--- src/rtl/f2i_pkg.sv ---
package f2i_pkg;

  // Destination type, encoded as {narrow, unsigned}
  typedef enum logic [1:0] {
    CVT_S_WIDE   = 2'b00,
    CVT_U_WIDE   = 2'b01,
    CVT_S_NARROW = 2'b10,
    CVT_U_NARROW = 2'b11
  } cvt_kind_e;

  function automatic logic kind_unsigned(cvt_kind_e k);
    return k[0];
  endfunction

  function automatic logic kind_narrow(cvt_kind_e k);
    return k[1];
  endfunction

endpackage

--- src/rtl/f2i_unpack.sv ---
module f2i_unpack #(
  parameter int EXP_W = 8,
  parameter int MAN_W = 23,
  localparam int FP_W = 1 + EXP_W + MAN_W,
  localparam int UE_W = EXP_W + 2
) (
  input  logic [FP_W-1:0]        op_bits,
  output logic                   op_sign,
  output logic signed [UE_W-1:0] exp_unb,
  output logic [MAN_W:0]         sig,
  output logic                   evt_nan,
  output logic                   evt_inf
);
  localparam int BIAS = (1 << (EXP_W - 1)) - 1;

  logic [EXP_W-1:0] exp_field;
  logic [MAN_W-1:0] frac_field;

  function automatic logic signed [UE_W-1:0] unbias(logic [EXP_W-1:0] e);
    return $signed({2'b00, e}) - UE_W'(BIAS);
  endfunction

  always_comb begin
    op_sign    = op_bits[FP_W-1];
    exp_field  = op_bits[FP_W-2:MAN_W];
    frac_field = op_bits[MAN_W-1:0];
    exp_unb    = unbias(exp_field);
    sig        = {(exp_field != '0), frac_field};
    evt_nan    = (&exp_field) && (frac_field != '0);
    evt_inf    = (&exp_field) && (frac_field == '0);
  end
endmodule

--- src/rtl/f2i_mag_shift.sv ---
module f2i_mag_shift #(
  parameter int MAN_W = 23,
  parameter int EXP_W = 8,
  parameter int XLEN  = 64,
  localparam int UE_W = EXP_W + 2
) (
  input  logic [MAN_W:0]         sig,
  input  logic signed [UE_W-1:0] exp_unb,
  output logic [XLEN-1:0]        mag,
  output logic                   evt_tiny,
  output logic                   evt_huge
);
  // Integer part of sig * 2^(exp_unb - MAN_W), valid for 0 <= exp_unb < XLEN
  function automatic logic [XLEN-1:0] trunc_mag(logic [MAN_W:0] s, int e);
    logic [XLEN-1:0] wide;
    wide = {{(XLEN-MAN_W-1){1'b0}}, s};
    if (e <= MAN_W) return wide >> (MAN_W - e);
    else            return wide << (e - MAN_W);
  endfunction

  int e_int;

  always_comb begin
    e_int    = int'(exp_unb);
    evt_tiny = (e_int < 0);
    evt_huge = (e_int >= XLEN);
    if (evt_tiny || evt_huge) mag = '0;
    else                      mag = trunc_mag(sig, e_int);
  end
endmodule

--- src/rtl/f2i_sat_sel.sv ---
module f2i_sat_sel
  import f2i_pkg::*;
#(
  parameter int XLEN     = 64,
  parameter int NARROW_W = 32
) (
  input  cvt_kind_e       kind,
  input  logic            op_sign,
  input  logic            evt_nan,
  input  logic            evt_huge,
  input  logic [XLEN-1:0] mag,
  output logic            sat_hit,
  output logic [XLEN-1:0] sat_val
);
  localparam int HI_W = XLEN - NARROW_W;
  localparam logic [XLEN-1:0] W_SMAX = {1'b0, {(XLEN-1){1'b1}}};
  localparam logic [XLEN-1:0] W_SMIN = {1'b1, {(XLEN-1){1'b0}}};
  localparam logic [XLEN-1:0] N_SMAX = {{(HI_W+1){1'b0}}, {(NARROW_W-1){1'b1}}};
  localparam logic [XLEN-1:0] N_SMIN = {{(HI_W+1){1'b1}}, {(NARROW_W-1){1'b0}}};
  localparam logic [XLEN-1:0] N_UMAX = {{HI_W{1'b0}}, {NARROW_W{1'b1}}};
  localparam logic [XLEN-1:0] ALL1   = {XLEN{1'b1}};

  // Largest magnitude a positive operand may have
  function automatic logic [XLEN-1:0] pos_limit(cvt_kind_e k);
    case (k)
      CVT_S_WIDE:   return W_SMAX;
      CVT_S_NARROW: return N_SMAX;
      CVT_U_NARROW: return N_UMAX;
      default:      return ALL1;
    endcase
  endfunction

  // Largest magnitude a negative operand may have
  function automatic logic [XLEN-1:0] neg_limit(cvt_kind_e k);
    if (kind_unsigned(k)) return '0;
    return pos_limit(k) + XLEN'(1);
  endfunction

  function automatic logic [XLEN-1:0] pos_sat(cvt_kind_e k);
    if (kind_unsigned(k)) return ALL1;
    return kind_narrow(k) ? N_SMAX : W_SMAX;
  endfunction

  function automatic logic [XLEN-1:0] neg_sat(cvt_kind_e k);
    if (kind_unsigned(k)) return '0;
    return kind_narrow(k) ? N_SMIN : W_SMIN;
  endfunction

  logic over_range;

  always_comb begin
    over_range = evt_huge ||
                 (op_sign ? (mag > neg_limit(kind)) : (mag > pos_limit(kind)));
    sat_hit    = evt_nan || over_range;
    if (evt_nan)      sat_val = pos_sat(kind);
    else if (op_sign) sat_val = neg_sat(kind);
    else              sat_val = pos_sat(kind);
  end
endmodule

--- src/rtl/f2i_conv.sv ---
module f2i_conv
  import f2i_pkg::*;
#(
  parameter int EXP_W    = 8,
  parameter int MAN_W    = 23,
  parameter int XLEN     = 64,
  parameter int NARROW_W = 32,
  localparam int FP_W    = 1 + EXP_W + MAN_W,
  localparam int UE_W    = EXP_W + 2
) (
  input  logic [FP_W-1:0] op_bits,
  input  logic            is_unsigned,
  input  logic            is_narrow,
  output logic [XLEN-1:0] result,
  output logic            invalid
);
  cvt_kind_e              kind;
  logic                   op_sign;
  logic signed [UE_W-1:0] exp_unb;
  logic [MAN_W:0]         sig;
  logic                   evt_nan;
  logic                   evt_inf;
  logic                   evt_tiny;
  logic                   evt_huge;
  logic                   sat_hit;
  logic [XLEN-1:0]        mag;
  logic [XLEN-1:0]        sat_val;
  logic [XLEN-1:0]        signed_val;

  assign kind = cvt_kind_e'({is_narrow, is_unsigned});

  f2i_unpack #(.EXP_W(EXP_W), .MAN_W(MAN_W)) u_unpack (
    .op_bits (op_bits),
    .op_sign (op_sign),
    .exp_unb (exp_unb),
    .sig     (sig),
    .evt_nan (evt_nan),
    .evt_inf (evt_inf)
  );

  f2i_mag_shift #(.MAN_W(MAN_W), .EXP_W(EXP_W), .XLEN(XLEN)) u_shift (
    .sig      (sig),
    .exp_unb  (exp_unb),
    .mag      (mag),
    .evt_tiny (evt_tiny),
    .evt_huge (evt_huge)
  );

  f2i_sat_sel #(.XLEN(XLEN), .NARROW_W(NARROW_W)) u_sat (
    .kind     (kind),
    .op_sign  (op_sign),
    .evt_nan  (evt_nan),
    .evt_huge (evt_huge),
    .mag      (mag),
    .sat_hit  (sat_hit),
    .sat_val  (sat_val)
  );

  function automatic logic [XLEN-1:0] sext_narrow(logic [XLEN-1:0] v);
    return {{(XLEN-NARROW_W){v[NARROW_W-1]}}, v[NARROW_W-1:0]};
  endfunction

  always_comb begin
    signed_val = (op_sign && !kind_unsigned(kind)) ? (~mag + XLEN'(1)) : mag;
    if (sat_hit) begin
      result  = sat_val;
      invalid = 1'b1;
    end else begin
      result  = kind_narrow(kind) ? sext_narrow(signed_val) : signed_val;
      invalid = 1'b0;
    end
  end
endmodule

--- config.mk ---
export PLATFORM = sky130hd
export DESIGN_NAME = f2i_conv
export DESIGN_NICKNAME = d
export VERILOG_FILES = /design/src/rtl/f2i_pkg.sv /design/src/rtl/f2i_unpack.sv /design/src/rtl/f2i_mag_shift.sv /design/src/rtl/f2i_sat_sel.sv /design/src/rtl/f2i_conv.sv
export SDC_FILE = /design/constraint.sdc
export NUM_CORES = 1
export LEC_CHECK = 0
export CAP_MARGIN = 10
export CORE_MARGIN = 1
export CORE_UTILIZATION = 45
export DETAILED_ROUTE_END_ITERATION = 6
export DONT_BUFFER_PORTS = 1
export PLACE_DENSITY = 0.7
export SLEW_MARGIN = 0
export SYNTH_ARGS = -nofsm -noshare
export SYNTH_HDL_FRONTEND = slang
export SYNTH_SLANG_ARGS = --single-unit
--- constraint.sdc ---
create_clock -name vclk -period 6.8
set_input_delay 0 -clock vclk [all_inputs]
set_output_delay 0 -clock vclk [all_outputs]
set_load 0.01 [all_outputs]
* Word level (Yosys, flattened, before mapping)
Index checks and enable logic that the tools add are counted.
Word-level totals: bits in registers 0, input port bits 34, word-level logic and storage cells 50
Operators by class: add/sub/neg operators 5, $lt $le $gt $ge 5, equal/unequal tests 2, shift-type cells 2, muxes and demuxes 25, bitwise gates (word level) 1, reduce and logical (&&, ||, !) cells 10
Operators with widths (number):
- $mux W64 | 14
- $pmux W64 S3 | 1
- $add A64 B1 Y64 const B | 2
- $gt A64 B64 Y1 | 2
- $mux W63 | 2
- $not A64 Y64 | 1
- $shl A24 B32 Y64 | 1
- $shr A24 B32 Y64 | 1
- $reduce_bool A23 Y1 | 1
- $sub A6 B9 Y10 const A | 1
- $sub A9 B6 Y10 const B | 1
- $ge A9 B8 Y1 const B | 1
- $le A9 B6 Y1 const B | 1
- $lt A9 B1 Y1 const B | 1
- $sub A8 B7 Y9 const B | 1
- $mux W1 | 8
- $reduce_and A8 Y1 | 1
- $reduce_bool A8 Y1 | 1
- $eq A2 B2 Y1 const B | 2
- $logic_or A1 B1 Y1 | 3
- $logic_and A1 B1 Y1 | 2
- $logic_not A2 Y1 | 1
- $logic_not A1 Y1 | 1

* Logic depth before layout (Yosys ltp)
Gate-level depths: netlist of run 1.
depth after elaboration 10, gate-level depth with buffers 34, gate-level depth less buffers 27

* Cells and area by module
From an unflattened synthesis of run 1, not the netlist that was laid out.
Second synthesis, totals: cells, all modules 1223, area total of the unflattened synthesis 8544.4 µm²
Modules (own cells, without submodules):
- f2i_mag_shift | instances 1, cells an instance 531, area an instance 3986.3 µm², seq. area each 0.0 µm²
- f2i_conv | instances 1, cells an instance 423, area an instance 2657.5 µm², seq. area each 0.0 µm²
- f2i_sat_sel | instances 1, cells an instance 212, area an instance 1495.2 µm², seq. area each 0.0 µm²
- f2i_unpack | instances 1, cells an instance 57, area an instance 405.4 µm², seq. area each 0.0 µm²

* Worst setup path after synthesis of run 1
No wires, ideal clock.
path kind input-to-output, start point input op_bits[23], end point output result[60], arrival time 6.166 ns, required time 6.800 ns, setup slack 0.634 ns, stages 30, cell sequence buf_4 buf_6 inv_1 clkbuf_1 buf_1 ha_1 buf_4 nor2b_2 a31o_2 o31ai_2 a31oi_1 clkbuf_1 clkbuf_1 nand2_1 o22ai_1 ha_1 a21o_1 a21o_1 a21o_1 a21o_1 a21o_1 a21oi_1 o211ai_1 and3_1 a211o_1 o21ai_1 nand2b_1 a21boi_1 clkbuf_1 o211ai_1
Between the ends: cells in the longest elaborated chain, start to end 10, elaborated cells between the ends (all ways) 25, those cells by class 4 x add/sub; 5 x order compare; 2 x shift; 7 x mux; 1 x bitwise; 6 x reduce/logical
Ends and longest elaborated chain:
- from (decl) | RTL line f2i_conv.sv:11 | input logic [FP_W-1:0] op_bits,
- $sub A8 B7 Y9 | RTL line f2i_unpack.sv:20 | return $signed({2'b00, e}) - UE_W'(BIAS);
- $sub A9 B6 Y10 / $sub A6 B9 Y10 (equally long branches) | RTL line f2i_mag_shift.sv:18, f2i_mag_shift.sv:17
- $shl A24 B32 Y64 / $shr A24 B32 Y64 (equally long branches) | RTL line f2i_mag_shift.sv:18, f2i_mag_shift.sv:17
- $mux W64 | RTL line f2i_mag_shift.sv:17 | if (e <= MAN_W) return wide >> (MAN_W - e);
- $mux W64 | RTL line f2i_mag_shift.sv:27 | if (evt_tiny || evt_huge) mag = '0;
- $not A64 Y64 / $gt A64 B64 Y1 (equally long branches) | RTL line f2i_conv.sv:64, f2i_sat_sel.sv:53
- $add A64 B1 Y64 / $mux W1 (equally long branches) | RTL line f2i_conv.sv:64, f2i_sat_sel.sv:53
- $mux W64 / $logic_or A1 B1 Y1 (equally long branches) | RTL line f2i_conv.sv:64, f2i_sat_sel.sv:52
- $mux W64 / $logic_or A1 B1 Y1 (equally long branches) | RTL line f2i_conv.sv:69, f2i_sat_sel.sv:54
- $mux W64 * | RTL line f2i_conv.sv:65 | if (sat_hit) begin
- to (decl) | RTL line f2i_conv.sv:14 | output logic [XLEN-1:0] result,
Every way passes the cells marked *; elsewhere a longest branch is shown, timed or not.

* Final worst setup path of run 1
start point input op_bits[23], end point output result[36]
Same word-level chain as after synthesis.

==> results of run 1 <==
[through the flow]
step	area (um2)	power, mW	util	hold WS, ps
2_1_floorplan	9270	0.782	-	245
6_report	9780	1.12	0.496	216
4_1_cts	9760	1.09	0.495	216
3_5_place_dp	9760	1.09	0.495	216
3_3_place_gp	9760	1.08	0.495	217
5_1_grt	9780	1.20	0.496	235
[what timing repair did]
item	in CTS	in global routing
gates resized for setup	0	4
hold endpoints to repair	0	0
endpoints found under the setup margin	0	52
hold buffers	0	0
[cells by family (layout without fill, tap and decap cells)]
logic type | after synthesis | after routing | synth area share
other | 1 | 31 | 0.000410
XOR/XNOR | 73 | 73 | 0.0760
AO/OA/AOI/OAI | 450 | 450 | 0.346
multiplexers | 94 | 94 | 0.139
AND/OR/NAND/NOR | 449 | 449 | 0.257
buffers and inverters | 150 | 135 | 0.0813
adder cells (fa/ha/maj) | 74 | 74 | 0.101
[critical path, cell delays in order]
cell and delay [ps]:
ha_1 450, nand3_1 150, xor2_1 440, inv_1 120
ha_1 330, a21oi_1 190, mux2i_1 210, a31oi_2 260
buf_4 330, a211oi_1 160, o32ai_1 500, nand2_1 180
inv_1 150, ha_1 240, a21oi_1 200, nor2_1 60
o31ai_1 190, a21oi_1 90, nor3_1 170, o211ai_1 160
nor4_1 340, nand4_1 150, o21ai_2 460, nand2b_1 190
a21boi_1 160, buf_4 230, o21ai_0 120, buf_4 150
[synth_stat cells (all sizes together), types with 5 or more instances]
cell     count  area [um2]
a221oi       5        62.6
o31a         5        43.8
a22oi        7        52.6
nand4       29         181
and3        18         118
xnor2       42         387
o211ai      20         169
o21ai      102         510
nand2      114         433
a21o        29         218
nor3        45         230
a31oi       24         156
nand2b      14        87.6
and3b        6        52.6
inv         40         150
a21oi       95         475
nor4        22         156
a21boi       8        63.8
and2        15        93.8
nand3       43         230
nand3b       7        52.6
o31ai       30         292
clkbuf      53         199
a2111oi      6        52.6
a211oi      18         153
nor2b        8        52.6
a31o         5        52.6
mux2i       41         410
mux4        23         518
o311ai       5        61.3
or3         21         136
a211o       13         115
ha          74         926
or4          5        37.5
o41ai        7        68.8
xor2        30         285
mux2        30         342
o21a         6        45.0
a32oi        5        43.8
or2          9        56.3
o22ai       16         100
o211a        5        50.1
buf         57         395
nor2        81         307
[final timing paths]
check  cells past startpoint    endpoint  slack (ps)
max                       28  result[36]         400
min                        2  result[35]         220
[metal layers]
metal / vias up / share of wire / global-route usage
met1: 4922 / 0.40 / 0.418
li1: 4974 / - / -
met2: 520 / 0.46 / 0.565
met5: - / 0 / 0
met3: 119 / 0.079 / 0.0364
met4: 0 / 0.062 / 0.183
[final cells by class]
| cell class | instances | area [um2] |
|---|---|---|
| fill | 1998 | 9940 |
| multi-input combinational | 1171 | 8570 |
| timing repair buffer | 95 | 726 |
| tap | 265 | 332 |
| inverter | 40 | 150 |
[power breakdown]
group | total, mW | switching [mW] | internal, mW | leakage (nW)
Clock | 0 | 0 | 0 | 0
Combinational | 1.12 | 0.699 | 0.416 | 4.32
Sequential | 0 | 0 | 0 | 0
==> results.toml, run 1 <==
[layout]
syn2layout_area_growth_pct = 6.83
mostFrequentLayoutCells = "nand2_1 (112), a21oi_1 (94), buf_4 (94), nor2_1 (79), ha_1 (72)"
n_antenna_cell = 0
layout.nets = 1416
mostFrequentLayoutCell = "nand2_1"
final_cells = 1571
nClkBuffers = 0
seq_cell_count = 0
seq_area_um2 = 0
drive_gt1_frac = 0.158

[power]
power_density_nw_per_um2 = 114
p_leak_nw = 4.32
peakVddDrop_uv = 73.4

[grt]
antenna_found_initial = 0
overflow = 0
grt_pass1_wl_um = 54000
grt_max_degree = 74
grt_pass1_vias = 9560
gr-usage-all-layers = 0.336

[worst_setup_path]
cp_max_fo = 73
end_kind = "output port"
cp.arrival_ps = 6400
crit_start = "op_bits[23]"
crit_type = "input port to output port"
cp-start-kind = "input port"
required_ps = 6800

[logic_synthesis]
ys_types = 107
synth_area_um2 = 9160
syn_inst = 1291
synth_warnings = 0
syn_area_per_cell_um2 = 7.09
synth-seq-area-share = 0

[sta]
hold_viol = 0
rsz0062_at_grt = "false"
relSlewSlack = 0.219
worst_slew_pin_slew_ps = 1170
final_max_slew_viol_count = 0
setup_viol = 0
fmax_mhz = 156
period_needed_ps = 6400
fin_crit_sh = 0.942
setup_slack_ps = 396
fin_setup_tns_ps = 0

[floorplan]
fp.dieH_um = 145
start_util = 0.464
fp-row-count = 51
dieArea_um2 = 20900
die_w_um = 145
coreArea_um2 = 19700
ios = 99

[placement]
port_buffers = 0
dpl.hpwl_um = 28600
dp_slack_ps = 467
gp_congestion = 1.01
post-place-cells = 1571

[route]
wl_per_cell_um = 22.6
ant_nets = 0
drt_wl_total_um = 35600
viasPerCell = 6.71
drtPass1Iterations = 6
post-route-drc-count = 0
vias = 10535
drt_iter0_markers = 988

[job]
cap_viol_max_count = 0

[min_path]
hp-class = "input port to output port"
worstHoldStart = "is_narrow"

[cts]
post_cts_buffers = 0

[status]
status = "complete, no violations"
(Power assumes the default switching activity.)
==> run 2, diff against run 1 <==
--- a/config.mk
+++ b/config.mk
@@ -5,6 +5,7 @@
 export SDC_FILE = /design/constraint.sdc
 export NUM_CORES = 1
 export LEC_CHECK = 0
+export ABC_CLOCK_PERIOD_IN_PS = 7000
 export CAP_MARGIN = 10
 export CORE_MARGIN = 1
 export CORE_UTILIZATION = 45
@@ -14,4 +15,5 @@
 export SLEW_MARGIN = 0
 export SYNTH_ARGS = -nofsm -noshare
 export SYNTH_HDL_FRONTEND = slang
+export SYNTH_HIERARCHICAL = 1
 export SYNTH_SLANG_ARGS = --single-unit
==> constraint.sdc (replaced) <==
create_clock -name vclk -period 7
set_input_delay 0 -clock vclk [all_inputs]
set_output_delay 0 -clock vclk [all_outputs]
set_load 0.01 [all_outputs]
==> results.toml, run 2 <==
[layout]
fin_area_um2 = 8200
seq_area_um2 = 0
nClkBuffers = 0
n_antenna_cell = 0
utilization = 0.449
mostFrequentLayoutCell = "nand2_1"
final_cells = 1324
layout.nets = 1159
mostFrequentLayoutCells = "nand2_1 (126), nor2_1 (94), o21ai_0 (91), mux2i_1 (75), a21oi_1 (61)"
drive_gt1_frac = 0.137
seq_cell_count = 0
syn2layout_area_growth_pct = -3.84

[power]
switching_share = 0.645
netSwitchingPower_uw = 492
comb_power_share = 1.000
peakVddDrop_uv = 72.3
p_leak_nw = 3.15
power_density_nw_per_um2 = 93.0
fin_total_pwr_uw = 763
seqPwrFrac = 0
clockPowerShare = 0
p_int_uw = 271

[floorplan]
coreArea_um2 = 18300
ios = 99
die_w_um = 140
fp-row-count = 49
start_util = 0.467
dieArea_um2 = 19500
fp.dieH_um = 140

[sta]
fin_crit_sh = 0.910
fin_setup_tns_ps = 0
final_max_slew_viol_count = 0
fmax_mhz = 157
period_needed_ps = 6370
rsz0062_at_grt = "false"
fin_hold_ws_ps = 227
setup_viol = 0
relSlewSlack = 0.210
setup_slack_ps = 628
hold_viol = 0
worst_slew_pin_slew_ps = 1190

[placement]
gp_congestion = 1.02
post-place-cells = 1323
place_area_um2 = 8190
port_buffers = 0
dp_slack_ps = 523
dpl.hpwl_um = 23300

[min_path]
worstHoldStart = "is_narrow"
holdPathEnd = "result[32]"
hp-class = "input port to output port"
holdPathStages = 2

[grt]
gr-usage-all-layers = 0.298
grt_pass1_wl_um = 47300
grt_pass1_vias = 8346
grt_max_degree = 118
overflow = 0
antenna_found_initial = 0

[status]
status = "complete, no violations"

[logic_synthesis]
synth_warnings = 6
synthesis.nets = 1283
synth_area_um2 = 8530
syn_inst = 1221
syn_area_per_cell_um2 = 6.99

[route]
ant_nets = 0
vias = 9375
wl_per_cell_um = 22.8
drt_iter0_markers = 1199
drt_wl_total_um = 30200
post-route-drc-count = 0
drtPass1Iterations = 6
viasPerCell = 7.08

[cts]
post_cts_buffers = 0

[worst_setup_path]
cp.arrival_ps = 6370
required_ps = 7000
cp_max_fo = 32
end_kind = "output port"
crit_type = "input port to output port"
cp-start-kind = "input port"

[job]
cap_viol_max_count = 0
[run 2: power groups by stage]
stage / registers, mW / logic (mW) / clock network (mW)
2_1_floorplan: 0 / 0.618 / 0
3_3_place_gp: 0 / 0.741 / 0
3_5_place_dp: 0 / 0.735 / 0
4_1_cts: 0 / 0.738 / 0
5_1_grt: 0 / 0.812 / 0
6_report: 0 / 0.763 / 0
[run 2: worst max-delay path by stage]
stage / slack [ps] / startpoint / to
6_report: 630 / op_bits[23] / result[35]
5_1_grt: 10 / op_bits[23] / result[50]
4_1_cts: 470 / op_bits[23] / result[47]
3_5_place_dp: 520 / op_bits[23] / result[47]
3_3_place_gp: 670 / op_bits[23] / result[47]
2_1_floorplan: 1690 / op_bits[23] / result[38]
[run 2: per-layer routing]
layer  vias up  GRT usage  share of wire
met4         0     0.0746          0.022
li1       4338          -              -
met1      4439      0.417           0.43
met3        56     0.0413          0.095
met2       542      0.480           0.45
met5         -          0              0
[run 2: what timing repair did]
action                                  CTS  global route
endpoints found under the setup margin    0            30
resized for setup                         0             1
hold buffers                              0             0
[run 2: worst max-delay path: stages]
cell and delay [ps]:
ha_1 270, nand3_1 130, xnor2_1 610, ha_1 300
a41oi_1 220, nor2_1 190, o21ai_1 180, nor3_1 630
nand2_1 340, o32ai_1 350, buf_4 250, ha_1 220
nor4b_1 440, nand4_1 140, nor2_1 140, a41oi_1 110
o21ai_0 360, o311ai_4 150, inv_1 350, buf_12 240
nor2_1 90, or4_1 480, o211ai_1 170
[run 2: final cells by class]
type | count | area (um2)
Multi-Input combinational cell | 1029 | 7500
Fill cell | 1889 | 10100
Timing Repair Buffer | 43 | 335
Tap cell | 229 | 287
Inverter | 23 | 86.3
